$ cat src/rtl/la_cap_pkg.sv
package la_cap_pkg;
    typedef enum logic [1:0] {
        ST_IDLE  = 2'd0,
        ST_ARMED = 2'd1,
        ST_POST  = 2'd2,
        ST_PLAY  = 2'd3
    } cap_state_e;
endpackage

$ cat src/rtl/la_change_det.sv
module la_change_det #(
    parameter int W = 8
) (
    input  logic         clk,
    input  logic         rst_n,
    input  logic         cap_on,
    input  logic         stb,
    input  logic [W-1:0] din,
    output logic         changed
);
    logic [W-1:0] prev_d, prev_q;
    logic         have_d, have_q;

    always_comb begin
        prev_d = prev_q;
        have_d = have_q;
        if (!cap_on) begin
            have_d = 1'b0;
        end else if (stb) begin
            prev_d = din;
            have_d = 1'b1;
        end
    end

    always_ff @(posedge clk) begin
        if (!rst_n) begin
            prev_q <= '0;
            have_q <= 1'b0;
        end else begin
            prev_q <= prev_d;
            have_q <= have_d;
        end
    end

    assign changed = !have_q || (din != prev_q);
endmodule

$ cat src/rtl/la_frame_quota.sv
module la_frame_quota #(
    parameter int DEPTH = 256,
    parameter int AW    = $clog2(DEPTH)
) (
    input  logic [1:0]    sel,
    output logic [AW-1:0] quota
);
    localparam int EIGHTH = DEPTH / 8;
    localparam logic [AW-1:0] Q_SEVEN = AW'(DEPTH - EIGHTH);
    localparam logic [AW-1:0] Q_HALF  = AW'(DEPTH / 2);
    localparam logic [AW-1:0] Q_ONE   = AW'(EIGHTH);

    always_comb begin
        case (sel)
            2'd0:    quota = Q_SEVEN;
            2'd1:    quota = Q_HALF;
            default: quota = Q_ONE;
        endcase
    end
endmodule

$ cat src/rtl/la_capture_ctrl.sv
module la_capture_ctrl
    import la_cap_pkg::*;
#(
    parameter int DEPTH = 256,
    parameter int DW    = 8,
    parameter int AW    = $clog2(DEPTH)
) (
    input  logic          clk,
    input  logic          rst_n,
    input  logic          smp_en,
    input  logic          play_en,
    input  logic          rec_cmd,
    input  logic          rt_mode,
    input  logic [1:0]    frame_sel,
    input  logic [DW-1:0] trig_word,
    input  logic [DW-1:0] din,
    output logic          mem_we,
    output logic [AW-1:0] mem_waddr,
    output logic [DW-1:0] mem_wdata,
    output logic          rd_en,
    output logic [AW-1:0] rd_addr,
    output logic [DW-1:0] live_data,
    output logic [1:0]    mode
);
    localparam logic [AW-1:0] LAST_RD = AW'(DEPTH - 1);

    typedef struct packed {
        cap_state_e    st;
        logic [AW-1:0] wptr;
        logic [AW-1:0] post;
        logic [AW-1:0] rptr;
        logic [AW-1:0] pcnt;
        logic          we;
        logic [AW-1:0] waddr;
        logic [DW-1:0] wdata;
        logic          rd;
        logic [AW-1:0] raddr;
        logic [DW-1:0] live;
    } ctrl_t;

    ctrl_t r_d, r_q;

    logic          cap_on;
    logic          changed;
    logic [AW-1:0] quota;
    logic [AW:0]   post_inc;

    assign cap_on   = (r_q.st == ST_ARMED) || (r_q.st == ST_POST);
    assign post_inc = {1'b0, r_q.post} + 1'b1;

    la_change_det #(.W(DW)) i_chg (
        .clk     (clk),
        .rst_n   (rst_n),
        .cap_on  (cap_on),
        .stb     (smp_en),
        .din     (din),
        .changed (changed)
    );

    la_frame_quota #(.DEPTH(DEPTH), .AW(AW)) i_quota (
        .sel   (frame_sel),
        .quota (quota)
    );

    always_comb begin
        r_d    = r_q;
        r_d.we = 1'b0;
        r_d.rd = 1'b0;
        if (smp_en && rt_mode) begin
            r_d.live = din;
        end
        if (rt_mode) begin
            r_d.st = ST_IDLE;
        end else begin
            case (r_q.st)
                ST_IDLE: begin
                    if (rec_cmd) r_d.st = ST_ARMED;
                end
                ST_ARMED, ST_POST: begin
                    if (smp_en) begin
                        if (changed) begin
                            r_d.we    = 1'b1;
                            r_d.waddr = r_q.wptr;
                            r_d.wdata = din;
                            r_d.wptr  = r_q.wptr + 1'b1;
                        end
                        if (r_q.st == ST_ARMED) begin
                            if (din == trig_word) begin
                                r_d.st   = ST_POST;
                                r_d.post = '0;
                            end
                        end else if (changed) begin
                            if (post_inc >= {1'b0, quota}) begin
                                r_d.st   = ST_PLAY;
                                r_d.rptr = r_q.wptr + 1'b1;
                                r_d.pcnt = '0;
                            end else begin
                                r_d.post = post_inc[AW-1:0];
                            end
                        end
                    end
                end
                default: begin
                    if (play_en) begin
                        r_d.rd    = 1'b1;
                        r_d.raddr = r_q.rptr;
                        r_d.rptr  = r_q.rptr + 1'b1;
                        r_d.pcnt  = r_q.pcnt + 1'b1;
                        if (r_q.pcnt == LAST_RD) r_d.st = ST_ARMED;
                    end
                end
            endcase
        end
    end

    always_ff @(posedge clk) begin
        if (!rst_n) begin
            r_q <= '{st: ST_IDLE, default: '0};
        end else begin
            r_q <= r_d;
        end
    end

    assign mem_we    = r_q.we;
    assign mem_waddr = r_q.waddr;
    assign mem_wdata = r_q.wdata;
    assign rd_en     = r_q.rd;
    assign rd_addr   = r_q.raddr;
    assign live_data = r_q.live;
    assign mode      = r_q.st;

    AST_WRITE_WHEN_CAPTURING: assert property (@(posedge clk) disable iff (!rst_n)
        mem_we |-> ($past(r_q.st) == ST_ARMED || $past(r_q.st) == ST_POST));
    AST_READ_ONLY_IN_PLAY: assert property (@(posedge clk) disable iff (!rst_n)
        rd_en |-> ($past(r_q.st) == ST_PLAY));
    AST_WPTR_HELD_IN_PLAY: assert property (@(posedge clk) disable iff (!rst_n)
        ($past(r_q.st) == ST_PLAY) |-> $stable(r_q.wptr));
    AST_REALTIME_IDLE: assert property (@(posedge clk) disable iff (!rst_n)
        rt_mode |=> (mode == 2'd0 && !mem_we && !rd_en));
    AST_PLAY_ENTRY_ON_WRITE: assert property (@(posedge clk) disable iff (!rst_n)
        (mode == 2'd3 && $past(mode) == 2'd2) |-> mem_we);
endmodule

$ cat config.mk
export PLATFORM = sky130hd
export DESIGN_NAME = la_capture_ctrl
export DESIGN_NICKNAME = d
export VERILOG_FILES = /design/src/rtl/la_cap_pkg.sv /design/src/rtl/la_change_det.sv /design/src/rtl/la_frame_quota.sv /design/src/rtl/la_capture_ctrl.sv
export SDC_FILE = /design/constraint.sdc
export NUM_CORES = 1
export LEC_CHECK = 0
export BUFFER_PORTS_ARGS = -buffer_cell sky130_fd_sc_hd__buf_2
export CAP_MARGIN = 20
export CORE_MARGIN = 3
export CORE_UTILIZATION = 40
export DETAILED_ROUTE_END_ITERATION = 8
export PLACE_DENSITY = 0.68
export REMOVE_ABC_BUFFERS = 1
export SLEW_MARGIN = 20
export SYNTH_ARGS = -nofsm -noshare
export SYNTH_HDL_FRONTEND = slang
export SYNTH_SLANG_ARGS = --single-unit
$ cat constraint.sdc
create_clock -name clk -period 2.9 [get_ports clk]
set_input_delay 0.58 -clock clk [delete_from_list [all_inputs] [get_ports clk]]
set_output_delay 0.58 -clock clk [all_outputs]
set_load 0.005 [all_outputs]
==> qor.yml, run 1 <==
status:
  status: "finished, final reports clean"
detailed_routing:
  postRouteAntennaNets: 0
  routed_wirelength_um: 9120
  vias: 3414
  viasPerCell: 5.33
  drt-wirelength-per-cell_um: 14.2
  drt_pass1_iterations: 5
  drtIter0Drc: 169
  drc: 0
critical_path:
  r2r_slack_ns: 0.16
  r2r_cells: 11
  crit_fanout: 7
  cp.required_ns: 3.20
  crit_family: "simple AND/OR/NAND/NOR gates"
  r2r_end: "r_q[55]"
  path_buf_inv: 1
  startpoint_type: "flip-flop"
  cp_slowest_cell: "dfxtp_2"
  startpoint: "r_q[52]"
  r2r-start: "r_q[52]"
  path_cells: "nand3_2, nor3_1, xor2_1, ha_1, a21oi_1, o21ai_0, a31oi_2, nand4bb_1, buf_4, nor3_1, o221a_2"
  worst-setup-path-type: "reg -> reg"
  crit_cells: 11
  endpoint: "r_q[55]"
  crit_arrival_ns: 3.04
  slowest_delay_ns: 0.40
  cpMostUsedCell: "nor3_1"
  end_kind: "flip-flop"
final_layout:
  multiInputGateArea_mm2: 0.00212
  fill_cells: 953
  drive_above_1_share_pct: 21.5
  n_antenna_cell: 0
  fin_nets: 537
  regArea_mm2: 0.00155
  area_growth_pct: 10.9
synth:
  synth_compound_area_share_pct: 15.8
  netlist.area_leader.share_pct: 38.2
  ys_seq_area_share_pct: 38.2
  yosysUniqueCellTypes: 57
  synth_top_cell_by_area: "dfxtp_1"
  synth_xor_area_share_pct: 6.29
  async_reset_ff_share_pct: 0
  netlist_top_cells_area: "dfxtp_1 38%, buf_4 6.7%, mux2i_1 5.9%"
  syn_avg_cell_area_um2: 8.45
  synth_most_common_cell: "dfxtp_1"
  yosys.area_share.simple_pct: 21.0
  synth_ff_type: "dfxtp_1"
  ys_top_cells_by_count: "77 x dfxtp_1, 52 x nor2_1, 50 x nand2_1"
  yosysWarningCount: 0
  syn_area_mm2: 0.00404
  synthAdderAreaFrac_pct: 3.10
  synth_edf_count: 0
  syn_inst: 478
  synth_top_family_by_area: "simple AND/OR/NAND/NOR gates"
  synth.area.mux_share_pct: 5.95
  ys_ff_latch: 77
grt:
  antenna_found_initial: 0
  grt_pass1_vias: 3276
  grt_usage_pct: 16.3
  grt_pass1_wl_um: 15100
  overflow: 0
  grt_max_degree: 34
power:
  leakage_uw: 0.00190
  p_sw_share_pct: 24.2
  p_clk_share_pct: 42.1
  p_switching_uw: 523
  p_per_area_mw_per_mm2: 483
  p_int_uw: 1640
  max-vdd-ir-drop_uv: 305
  seq_power_share_pct: 49.9
  combPwrFrac_pct: 8.1
  power_uw: 2170
floorplanning:
  dieArea_mm2: 0.0113
  rows: 36
  coreArea_mm2: 0.00977
  die_h_um: 106
  initial_core_util_pct: 41.3
  die_x_um: 106
  ios: 60
cts:
  cts_buffers: 9
  root_buffer: "clkbuf_8"
  cts_hold_buf: 0
  cts_tree: "built"
  cts.sinks: 77
  clock_path_buffers: 2
  clk_latency_ns: 0.35
  clk_pin_slew_worst_paths_ns: 0.08
  htree_levels: 3
worst_hold_path:
  hp-start: "live_data[2]"
  hold_class: "reg -> reg"
timing:
  finalSetupViolations: 0
  tightestPinTransition_ns: 0.520
  period_needed_ns: 2.74
  fmax_ghz: 0.364
  period_share_pct: 94.6
  max_slew_margin_pct: 65.2
  slew_violations: 0
  rsz0062_at_grt: "yes"
  skew_ns: 0.00812
  worst_slack_ns: 0.156
  hold_viol_final: 0
placement:
  place_congestion: 0.860
  io_buffer_count: 59
  pre_cts_ws_ns: 0.121
  hpwlAfterDp_um: 6570
job:
  drv_cap: 0
cells in the final DEF, fill, tap and decap left out, types with 4 or more instances in the layout:
cell type	count
nand2b_1	5
buf_2	59
nor2_1	52
o221a_2	4
buf_4	12
a21oi_1	32
or3_1	5
xor2_1	6
nand3_1	25
nor3_1	11
dfxtp_2	5
xnor2_1	23
dfxtp_1	72
a31oi_1	9
ha_1	10
and3_1	8
o21ai_0	17
or2_2	4
inv_1	8
nand2_1	50
clkbuf_8	10
mux2i_1	24
registers in the layout, summed over array words and instances (netlist names), 2 cells and up:
name / count
mem_waddr: 8
mem_wdata: 8
live_data: 8
r_q: 32
mode: 2
i_chg.prev_q: 8
rd_addr: 8
through the flow:
step | TNS [ns] | std cells | utilization, % | cell area [µm²] | hold slack [ns]
finish | 0 | 641 | 45.8 | 4480 | 0.454
global route | -0.00185 | 641 | 45.8 | 4480 | 0.490
CTS | 0 | 641 | 45.7 | 4470 | 0.457
detailed placement | 0 | 625 | 43.4 | 4240 | 0.445
global placement | 0 | 625 | 43.4 | 4240 | 0.448
floorplan | -36.34 | 421 | - | 3680 | 0.432
power by group through the flow:
stage | logic [µW] | registers, µW | clock network [µW]
floorplan | 94.2 | 1100 | 0
global placement | 169 | 1100 | 0
detailed placement | 173 | 1110 | 0
CTS | 174 | 1080 | 932
global route | 192 | 1080 | 973
finish | 174 | 1080 | 911
worst register-to-register path: stages (launching register included):
cell,delay [ns]
dfxtp_2,0.40
nand3_2,0.12
nor3_1,0.26
xor2_1,0.27
ha_1,0.31
a21oi_1,0.12
o21ai_0,0.11
a31oi_2,0.24
nand4bb_1,0.27
buf_4,0.25
nor3_1,0.15
o221a_2,0.20
final cells by class:
class / instances / share of cell area, %
tap: 133 / 3.71
timing repair buffer: 71 / 8.60
clock inverter: 6 / 1.93
sequential: 77 / 34.5
clock buffer: 10 / 3.07
inverter: 9 / 0.754
multi-input combinational: 335 / 47.4
per-layer routing:
metal	track usage, %	part of all wire [%]	up-vias
met1	21.1	46	1585
met4	7.67	2.8	0
met2	26.0	46	108
met5	0	0	-
met3	3.40	5.2	19
li1	-	-	1702
kinds of logic (layout without fill, tap and decap cells):
group | Yosys count | in the layout
and+or+nand+nor | 176 | 176
buffers and inverters | 66 | 96
AOI/OAI and AO/OA | 96 | 96
adders and majority gates | 10 | 10
xor gates and xnor gates | 29 | 29
DFF | 77 | 77
muxes | 24 | 24
what timing repair did:
action                                  CTS  global route
endpoints found under the setup margin    0            18
setup buffers                             0             0
resized for setup                         0             7
how the worst min path moves through the flow:
stage | end | cells past startpoint
after floorplan | r_q[41] | 1
after global placement | live_data[0] | 2
after detailed placement | live_data[2] | 2
after CTS | live_data[2] | 2
after global routing | live_data[3] | 2
final | live_data[2] | 2
Power figures use the tool's default switching activity.
==> inputs of run 2 (changes only) <==
ABC_AREA = 1   (was default)
CORE_UTILIZATION = 50   (was 40)
PLACE_DENSITY = 0.8   (was 0.68)
REMOVE_ABC_BUFFERS = default   (was 1)
==> qor.yml, run 2 <==
status:
  status: "finished, final reports clean"
synth:
  ys_top_cells_by_count: "107 x nand2_1, 90 x nor2_1, 77 x dfxtp_1"
  yosysUniqueCellTypes: 36
  synth_ff_type: "dfxtp_1"
  async_reset_ff_share_pct: 0
  synth_edf_count: 0
  synth_fp_nets: 648
  syn_inst: 614
  syn_area_mm2: 0.00423
  synth_most_common_cell: "nand2_1"
  ys_ff_latch: 77
  synth_top_cell_by_area: "dfxtp_1"
  ys_seq_area_share_pct: 36.4
  syn_avg_cell_area_um2: 6.89
  yosysWarningCount: 0
  netlist_top_cells_area: "dfxtp_1 36%, nand2_1 9.5%, nor2_1 8.0%"
  netlist.area_leader.share_pct: 36.4
detailed_routing:
  drt-wirelength-per-cell_um: 12.4
  postRouteAntennaNets: 0
  drc: 0
  routed_wirelength_um: 9150
  vias: 3826
  viasPerCell: 5.20
  drt_pass1_iterations: 5
  drtIter0Drc: 168
final_layout:
  final_common_cell: "nand2_1"
  layout_common_cells: "107 x nand2_1, 90 x nor2_1, 77 x dfxtp_1"
  drive_above_1_share_pct: 15.9
  top_register: "r_q"
  final_cells: 736
  design_area_mm2: 0.00454
  area_growth_pct: 7.15
  n_antenna_cell: 0
  fin_nets: 664
  largest_register_ffs: 32
  fill_cells: 745
placement:
  hpwlAfterDp_um: 6520
  io_buffer_count: 59
  place_congestion: 0.863
  dpl_cell_area_mm2: 0.00431
  dpl.cell_count: 721
cts:
  cts_hold_buf: 0
  root_buffer: "clkbuf_8"
  clk_pin_slew_worst_paths_ns: 0.08
  cts_tree: "built"
  clock_path_buffers: 2
  htree_levels: 3
  cts_buffers: 9
  clk_latency_ns: 0.36
  cts.sinks: 77
timing:
  hold_viol_final: 0
  rsz0062_at_grt: "no"
  period_needed_ns: 2.67
  fmax_ghz: 0.375
  skew_ns: 0.0101
  max_slew_margin_pct: 59.2
  tightestPinTransition_ns: 0.607
  finalSetupViolations: 0
  tns_ns: 0
  slew_violations: 0
  period_share_pct: 92.0
critical_path:
  cp.required_ns: 3.15
  worst-setup-path-type: "reg -> reg"
  end_kind: "flip-flop"
  crit_family: "simple AND/OR/NAND/NOR gates"
  crit_arrival_ns: 2.91
  cpMostUsedCell: "nor2_1"
  cp_slowest_cell: "dfxtp_1"
  startpoint_type: "flip-flop"
  path_buf_inv: 1
  path_cells: "nand2_1, nor2_1, nand3_1, xor2_1, ha_1, nand3_1, nor2_1, inv_1, nor2_1, nand2_1, nand2_1, nand2_2, nand2_4, nand2_8, o21ai_0, nor2_1"
  slowest_delay_ns: 0.45
  crit_fanout: 19
floorplanning:
  coreArea_mm2: 0.00797
  rows: 32
  dieArea_mm2: 0.00961
  die_x_um: 98.0
  die_h_um: 98.0
  initial_core_util_pct: 53.1
  ios: 60
grt:
  grt_pass1_vias: 3483
  grt_max_degree: 62
  antenna_found_initial: 0
  overflow: 0
  grt_usage_pct: 18.8
  grt_pass1_wl_um: 15100
power:
  power_uw: 2990
  leakage_uw: 0.00205
  max-vdd-ir-drop_uv: 436
  p_per_area_mw_per_mm2: 659
worst_hold_path:
  hold_class: "reg -> reg"
job:
  drv_cap: 0
run 2: kinds of logic (layout without fill, tap and decap cells):
kind of cell	Yosys count	after routing	synth area share, %
adders and majority gates	10	10	2.96
and+or+nand+nor	267	267	27.0
DFF	77	77	36.4
buffers and inverters	123	143	14.8
xor gates and xnor gates	20	20	4.14
AOI/OAI and AO/OA	117	117	14.7
run 2: cell type report:
cell class	count	area, µm²	area share [%]
clock buffers	9	124	2.73
multi-input cells	414	2080	45.9
flip-flops and latches	77	1540	34.0
well taps	102	128	2.81
repair buffers	64	333	7.34
inverters	64	240	5.30
clock inverters	6	88.8	1.96
run 2: routing by layer:
metal	GRT usage (%)	up-vias	wire length, µm
met4	7.03	0	154
met5	0	-	0
li1	-	1975	-
met2	31.8	92	4310
met1	23.4	1745	4150
met3	3.93	14	545
run 2: tightest hold or removal path, stage by stage (launching register included):
cell	delay, ns
dfxtp_1	0.32
nand2_1	0.06
a21oi_1	0.06
run 2: worst paths after layout:
path,start,to,slack [ns],cells past startpoint
worst max-delay path,r_q[53],r_q[47],0.23,16
worst min-delay path,mem_waddr[0],mem_waddr[0],0.48,2
worst max register to register,r_q[53],r_q[47],0.23,16
worst min register to register,mem_waddr[0],mem_waddr[0],0.48,2
run 2: what timing repair did:
action                     CTS  global route
setup endpoints to repair    0             9
setup buffers                0             0
gates resized for setup      0             3
run 2: power breakdown:
part | leakage, µW | switching (µW) | internal (µW)
clock network | 0.000101 | 401 | 479
registers | 0.000625 | 91.4 | 1180
logic | 0.00132 | 541 | 298
total | 0.00205 | 1030 | 1960
run 2: stage by stage:
| step | setup WS (ns) | hold slack (ns) | util (%) |
|---|---|---|---|
| 3_3_place_gp | 0.373 | 0.454 | 54.1 |
| 5_1_grt | 0.0159 | 0.500 | 56.9 |
| 2_1_floorplan | 0.605 | 0.444 | - |
| 3_5_place_dp | 0.198 | 0.463 | 54.1 |
| 4_1_cts | 0.139 | 0.475 | 56.7 |
| 6_report | 0.233 | 0.475 | 56.9 |
